**config.mk**
```make
export PLATFORM = sky130hd
export DESIGN_NAME = widening_mul
export DESIGN_NICKNAME = d
export VERILOG_FILES = /design/src/rtl/widening_mul.sv
export SDC_FILE = /design/constraint.sdc
export NUM_CORES = 2
export LEC_CHECK = 0
export BUFFER_PORTS_ARGS = -buffer_cell sky130_fd_sc_hd__buf_4
export CORE_UTILIZATION = 50
export DETAILED_ROUTE_END_ITERATION = 6
export HOLD_SLACK_MARGIN = 0.1
export PLACE_DENSITY_LB_ADDON = 0.3
export SYNTH_ARGS = -nofsm -noshare
export SYNTH_HDL_FRONTEND = slang
export SYNTH_SLANG_ARGS = --single-unit
```
**constraint.sdc**
```tcl
create_clock -name clk -period 4.3 [get_ports clk]
set_input_delay 0.645 -clock clk [delete_from_list [all_inputs] [get_ports clk]]
set_output_delay 0.645 -clock clk [all_outputs]
set_load 0.01 [all_outputs]
```
**src/rtl/widening_mul.sv**
```systemverilog
module widening_mul #(
  parameter int XLEN = 64
) (
  input  logic            clk,
  input  logic            rst_n,
  input  logic            start,
  input  logic            sgn,
  input  logic            keep_hi,
  input  logic [1:0]      wsel,
  input  logic [XLEN-1:0] op_a,
  input  logic [XLEN-1:0] op_b,
  output logic            busy,
  output logic            done,
  output logic [XLEN-1:0] lo,
  output logic [XLEN-1:0] hi,
  output logic            of,
  output logic            cf
);
  localparam int PW = 2 * XLEN;
  localparam int CW = $clog2(XLEN + 1);

  typedef enum logic [1:0] {IDLE, RUN, FIN} state_t;
  state_t state;

  logic [CW-1:0]   cnt;
  logic [PW-1:0]   acc, mcand;
  logic [XLEN-1:0] mplier;
  logic            neg, sgn_q, keep_q;
  logic [1:0]      wq;

  function automatic int wbits(input logic [1:0] c);
    int w;
    w = 8 << c;
    return (w > XLEN) ? XLEN : w;
  endfunction

  function automatic logic [XLEN-1:0] wmask(input int w);
    return (XLEN'(1) << w) - XLEN'(1);
  endfunction

  // operand conditioning at start: extend from W, take magnitude
  logic [XLEN-1:0] a_m, b_m, a_x, b_x, a_abs, b_abs;
  logic            a_neg, b_neg;
  int              w_in;

  always_comb begin
    w_in  = wbits(wsel);
    a_m   = op_a & wmask(w_in);
    b_m   = op_b & wmask(w_in);
    a_neg = sgn && a_m[w_in-1];
    b_neg = sgn && b_m[w_in-1];
    a_x   = a_neg ? (a_m | ~wmask(w_in)) : a_m;
    b_x   = b_neg ? (b_m | ~wmask(w_in)) : b_m;
    a_abs = a_neg ? -a_x : a_x;
    b_abs = b_neg ? -b_x : b_x;
  end

  // result shaping from the accumulated magnitude product
  logic [PW-1:0]   prod;
  logic [XLEN-1:0] lo_w, hi_w, sx;
  logic            ovf;
  int              w_q;

  always_comb begin
    w_q  = wbits(wq);
    prod = neg ? -acc : acc;
    lo_w = XLEN'(prod) & wmask(w_q);
    hi_w = XLEN'(prod >> w_q) & wmask(w_q);
    sx   = prod[w_q-1] ? wmask(w_q) : '0;
    ovf  = sgn_q ? (hi_w != sx) : (hi_w != '0);
  end

  assign busy = (state != IDLE);
  assign cf   = of;

  always_ff @(posedge clk or negedge rst_n) begin
    if (!rst_n) begin
      state  <= IDLE;
      cnt    <= '0;
      acc    <= '0;
      mcand  <= '0;
      mplier <= '0;
      neg    <= 1'b0;
      sgn_q  <= 1'b0;
      keep_q <= 1'b0;
      wq     <= '0;
      done   <= 1'b0;
      lo     <= '0;
      hi     <= '0;
      of     <= 1'b0;
    end else begin
      done <= 1'b0;
      case (state)
        IDLE: if (start) begin
          state  <= RUN;
          cnt    <= CW'(w_in);
          acc    <= '0;
          mcand  <= PW'(a_abs);
          mplier <= b_abs;
          neg    <= a_neg ^ b_neg;
          sgn_q  <= sgn;
          keep_q <= keep_hi;
          wq     <= wsel;
        end
        RUN: begin
          if (mplier[0]) acc <= acc + mcand;
          mcand  <= mcand << 1;
          mplier <= mplier >> 1;
          cnt    <= cnt - CW'(1);
          if (cnt == CW'(1)) state <= FIN;
        end
        FIN: begin
          state <= IDLE;
          done  <= 1'b1;
          of    <= ovf;
          if (keep_q && w_q == 8) begin
            lo <= (hi_w << 8) | lo_w;
            hi <= '0;
          end else begin
            lo <= lo_w;
            hi <= keep_q ? hi_w : '0;
          end
        end
        default: state <= IDLE;
      endcase
    end
  end


  done_pulse_chk: assert property (@(posedge clk) disable iff (!rst_n) done |=> !done);

  done_idle_chk: assert property (@(posedge clk) disable iff (!rst_n) done |-> !busy);

  trunc_hi_chk: assert property (@(posedge clk) disable iff (!rst_n) (done && !keep_q) |-> hi == '0);

  byte_hi_chk: assert property (@(posedge clk) disable iff (!rst_n)
    (done && keep_q && wq == 2'd0) |-> (hi == '0 && lo[XLEN-1:16] == '0));

  uflag_chk: assert property (@(posedge clk) disable iff (!rst_n)
    (done && !sgn_q && keep_q && wq != 2'd0) |-> (of == (hi != '0)));

  sflag_chk: assert property (@(posedge clk) disable iff (!rst_n)
    (done && sgn_q && keep_q && wq == 2'd3) |-> (of == (hi != {XLEN{lo[XLEN-1]}})));

  hold_cfg_chk: assert property (@(posedge clk) disable iff (!rst_n)
    (state == RUN) |=> ($stable(wq) && $stable(neg) && $stable(sgn_q) && $stable(keep_q)));

  hold_out_chk: assert property (@(posedge clk) disable iff (!rst_n)
    (!done && $past(!done)) |-> ($stable(lo) && $stable(hi) && $stable(of)));
endmodule

```
==> run summary <==
run status: finished with violations
violated checks: DRC, setup timing
global-route wire length before repair: 186000 um
Max Clock Skew: 0.0134 ns
slew at the pin closest to its max-slew limit: 1.14 ns
root cell of the clock tree: clkbuf_16
average cell area after synthesis: 8.06 um^2
count of nets left with antenna violations after detail routing: 0
worst setup path class: flip-flop to flip-flop
total power consumption of the routed design: 9.59 mW
# H-tree levels: 2
cell area after layout: 41900 um^2
residual overflow from global routing: 0
number of nets in the layout: 5030
share of synthesized area occupied by flip-flops and latches: 34.9%
largest voltage drop on the vdd net: 0.000279 V
Most common cell on crit path: or4_4
DRC marker count from the first detailed-route iteration: 3707
CTS max path bufs: 3
Max FO, Critical Path: 5
clock latency on the worst-skew pair: 0.62 ns
number of warnings reported in the yosys synthesis log: 0
total via count in the routed design: 34.9k
leak pwr: 19.2 nW
WL/cell: 21.2 um
post-synth top area share: 34.9%
CP required: 4.79 ns
number of cells produced by synthesis: 4133
filler cell count: 5713
total half-perimeter wirelength after legalization and detailed placement: 93900 um
vias in the first global route: 32.4k
Final Max Slew Viols: 0
most frequently used flop master after synthesis: dfrtp_1
final hold viol count: 0
setup repair after global routing missed its margin: true
antenna diode instance count: 0
number of nets produced by synthesis: 4405
# Max-Cap Violations: 0
EDFF count, synth: 0
remaining routing DRC violations: 1
Core Region: 65900 um^2
worst min-delay path class: input pin to asynchronous set/reset pin
largest net degree at the start of global routing: 190
share of layout cells above drive strength 1: 21.5%
kind of launch point of the worst setup path: flip-flop
type of element capturing the critical path: flip-flop
Setup Viol. Count Final: 1
leading post-synthesis cells by cell area: dfrtp_1 35%, o21ai_0 8.5%, nand2_1 7.1%
initial antenna violation count: 2
Distinct cells, synth: 90
chip height: 260 um
routed via count divided by cell count: 6.16
cell type with the highest aggregate area in the netlist: dfrtp_1
min Tclk post-route: 4.43 ns
Core Rows: 94
CP top delay family: simple AND/OR/NAND/NOR gates
Synth Register Bits: 464
Synth-to-Final Area Change: 25.7%
biggest cell delay along the critical path: 0.55 ns
number of top-level pins: 267
drt first pass iters: 7
Starting Density: 50.6%
worst rel slew slack: 24.2%
die area: 67600 um^2
final core utilization: 63.6%
cell with the largest stage delay on the worst path: or4_4
CTS tree: done
synthesized area: 33300 um^2
Die Width: 260 um
buffering stage count on the worst path with inverters included: 3
clock transition at the register clock pins on the worst setup and hold paths after CTS: 0.06 ns
critical path cell sequence: or4_4, or4_4, or4_4, buf_6, nor4_4, buf_4, buf_4, a211oi_1, a211o_1, nor3_2, nand4bb_1, nor4_2, nand4b_1, or3_4, o32ai_2, a21oi_1
count of buffers inserted at the top-level ports: 266
arrival time at the worst endpoint: 4.92 ns
routed wire length: 120000 um
setup TNS: -0.134 ns
Final Cycle Share: 103%
post-synthesis async set-or-reset flop share: 100%
Global Route Usage Sum: 34.8%
top achievable clock speed: 226 MHz
final estimated routing congestion in global placement: 1.03
clk sink count: 464
power density of the placed cells: 229 nW/um^2
instance area at placement: 39800 um^2
Worst Setup Slack, final: -0.134 ns
Inserted Clock Buffers: 52
## report_power, final
group | switching (mW) | total, mW | internal [mW] | leakage, nW
sequential | 0 | 4.37 | 4.37 | 5.75
clock | 1.97 | 4.54 | 2.57 | 0.827
combinational | 0.414 | 0.686 | 0.272 | 12.6
total | 2.38 | 9.59 | 7.20 | 19.2
## per-stage QoR
step           hold slack (ns)  cells  setup slack [ns]
2_1_floorplan            0.349   4133           0.00663
3_3_place_gp             0.463   5560            -0.229
3_5_place_dp             0.471   5560            -0.304
4_1_cts                  0.124   5661           -0.0729
5_1_grt                  0.171   5663            -0.309
6_report                0.0928   5663            -0.134
## synthesized netlist by cell type, types with 7 or more instances
library cell,instances
o31a_1,7
nor4_1,34
a22oi_1,102
nor2_1,264
inv_1,52
and2_1,21
clkbuf_1,246
nand4_1,57
buf_1,14
a22o_1,39
nor3b_1,8
a31oi_1,41
o41ai_1,32
xnor2_1,147
nand2_1,630
or4_1,35
dfrtp_1,464
o21ai_0,568
o31ai_1,80
or2_2,17
ha_1,136
a21o_1,81
and3_1,14
a21boi_0,8
a2111oi_0,8
xor2_1,200
nor3_1,84
or3_1,44
nand2b_1,36
nand3_1,71
nand3b_1,8
o21a_1,25
nor2b_1,24
o211ai_1,17
a41oi_1,7
a21oi_1,265
and4_1,7
a211oi_1,22
a221o_1,12
o21bai_1,30
mux2i_1,20
o221ai_1,10
a221oi_1,12
o22ai_1,29
## flip-flops by register name (all words and copies together) (netlist names), 2 cells and up
| name | flops |
|---|---|
| mcand | 128 |
| hi | 64 |
| cnt | 7 |
| mplier | 64 |
| state | 2 |
| acc | 128 |
| lo | 64 |
| wq | 2 |
## worst register-to-register path, cell delays in order, from the launching register on
cell	delay, ns
dfrtp_1	0.38
or4_4	0.53
or4_4	0.43
or4_4	0.55
buf_6	0.15
nor4_4	0.23
buf_4	0.18
buf_4	0.12
a211oi_1	0.07
a211o_1	0.25
nor3_2	0.21
nand4bb_1	0.17
nor4_2	0.24
nand4b_1	0.17
or3_4	0.37
o32ai_2	0.20
a21oi_1	0.06
## metal layers
layer	routed length [um]	up-vias	GRT usage (%)
met1	52600	16600	49.4
met3	11000	259	6.48
met5	0	-	0
met4	4270	0	11.6
li1	-	16300	-
met2	52000	1673	53.0
## area by class of cell
cell class / count / area (um^2) / share of cell area [%]
Clock inverter: 30 / 270 / 0.645
Sequential cell: 464 / 11600 / 27.7
Multi-Input combinational cell: 3350 / 20900 / 49.9
Inverter: 54 / 203 / 0.484
Tap cell: 864 / 1080 / 2.58
Clock buffer: 65 / 1440 / 3.44
Timing Repair Buffer: 836 / 6370 / 15.2
## cell usage in the layout (no fill, tap or decap), types with 23 or more instances in the layout
cell type,n
or4_1,30
xor2_1,200
nand4_1,57
nor2b_1,23
or3_1,43
a31oi_1,40
nor2_1,259
buf_4,827
a22oi_1,101
a21o_1,81
o21bai_1,30
o21ai_0,561
nand2b_1,32
xnor2_1,147
o41ai_1,30
inv_1,52
a21oi_1,260
dfrtp_1,462
o21a_1,24
nor4_1,32
nand2_1,628
nand3_1,70
ha_1,134
o22ai_1,29
nor3_1,80
o31ai_1,77
a22o_1,39
clkbuf_16,53
## worst paths after layout
kind,startpoint,end,slack (ns),depth (start not counted)
min reg2reg,lo[52]$_DFFE_PN0P_,lo[52]$_DFFE_PN0P_,0.48,2
max,acc[31]$_DFFE_PN0P_,cf$_DFFE_PN0P_,-0.13,16
min,rst_n,lo[27]$_DFFE_PN0P_,0.09,1
max reg2reg,acc[31]$_DFFE_PN0P_,cf$_DFFE_PN0P_,-0.13,16
min in group clk,keep_hi,keep_q$_DFFE_PN0P_,0.25,3
max in group asynchronous,rst_n,mplier[49]$_DFFE_PN0P_,3.14,2
## logic make-up (layout without fill, tap and decap cells)
family,Yosys count,after routing,synth area share (%)
AO/OA/AOI/OAI,1460,1460,27.2
XOR/XNOR,347,347,9.13
adder cells (fa/ha/maj),137,137,5.17
buffers and inverters,319,985,3.62
flip-flops,464,464,34.9
multiplexers,23,23,0.736
AND/OR/NAND/NOR,1383,1383,19.2
## repair_timing
action,CTS,global route
hold buffers,0,0
resized for setup,28,36
buffers inserted,6,2
setup endpoints to repair,6,24
pin swaps,14,10
No activity file was read; power rests on OpenSTA's default activity.
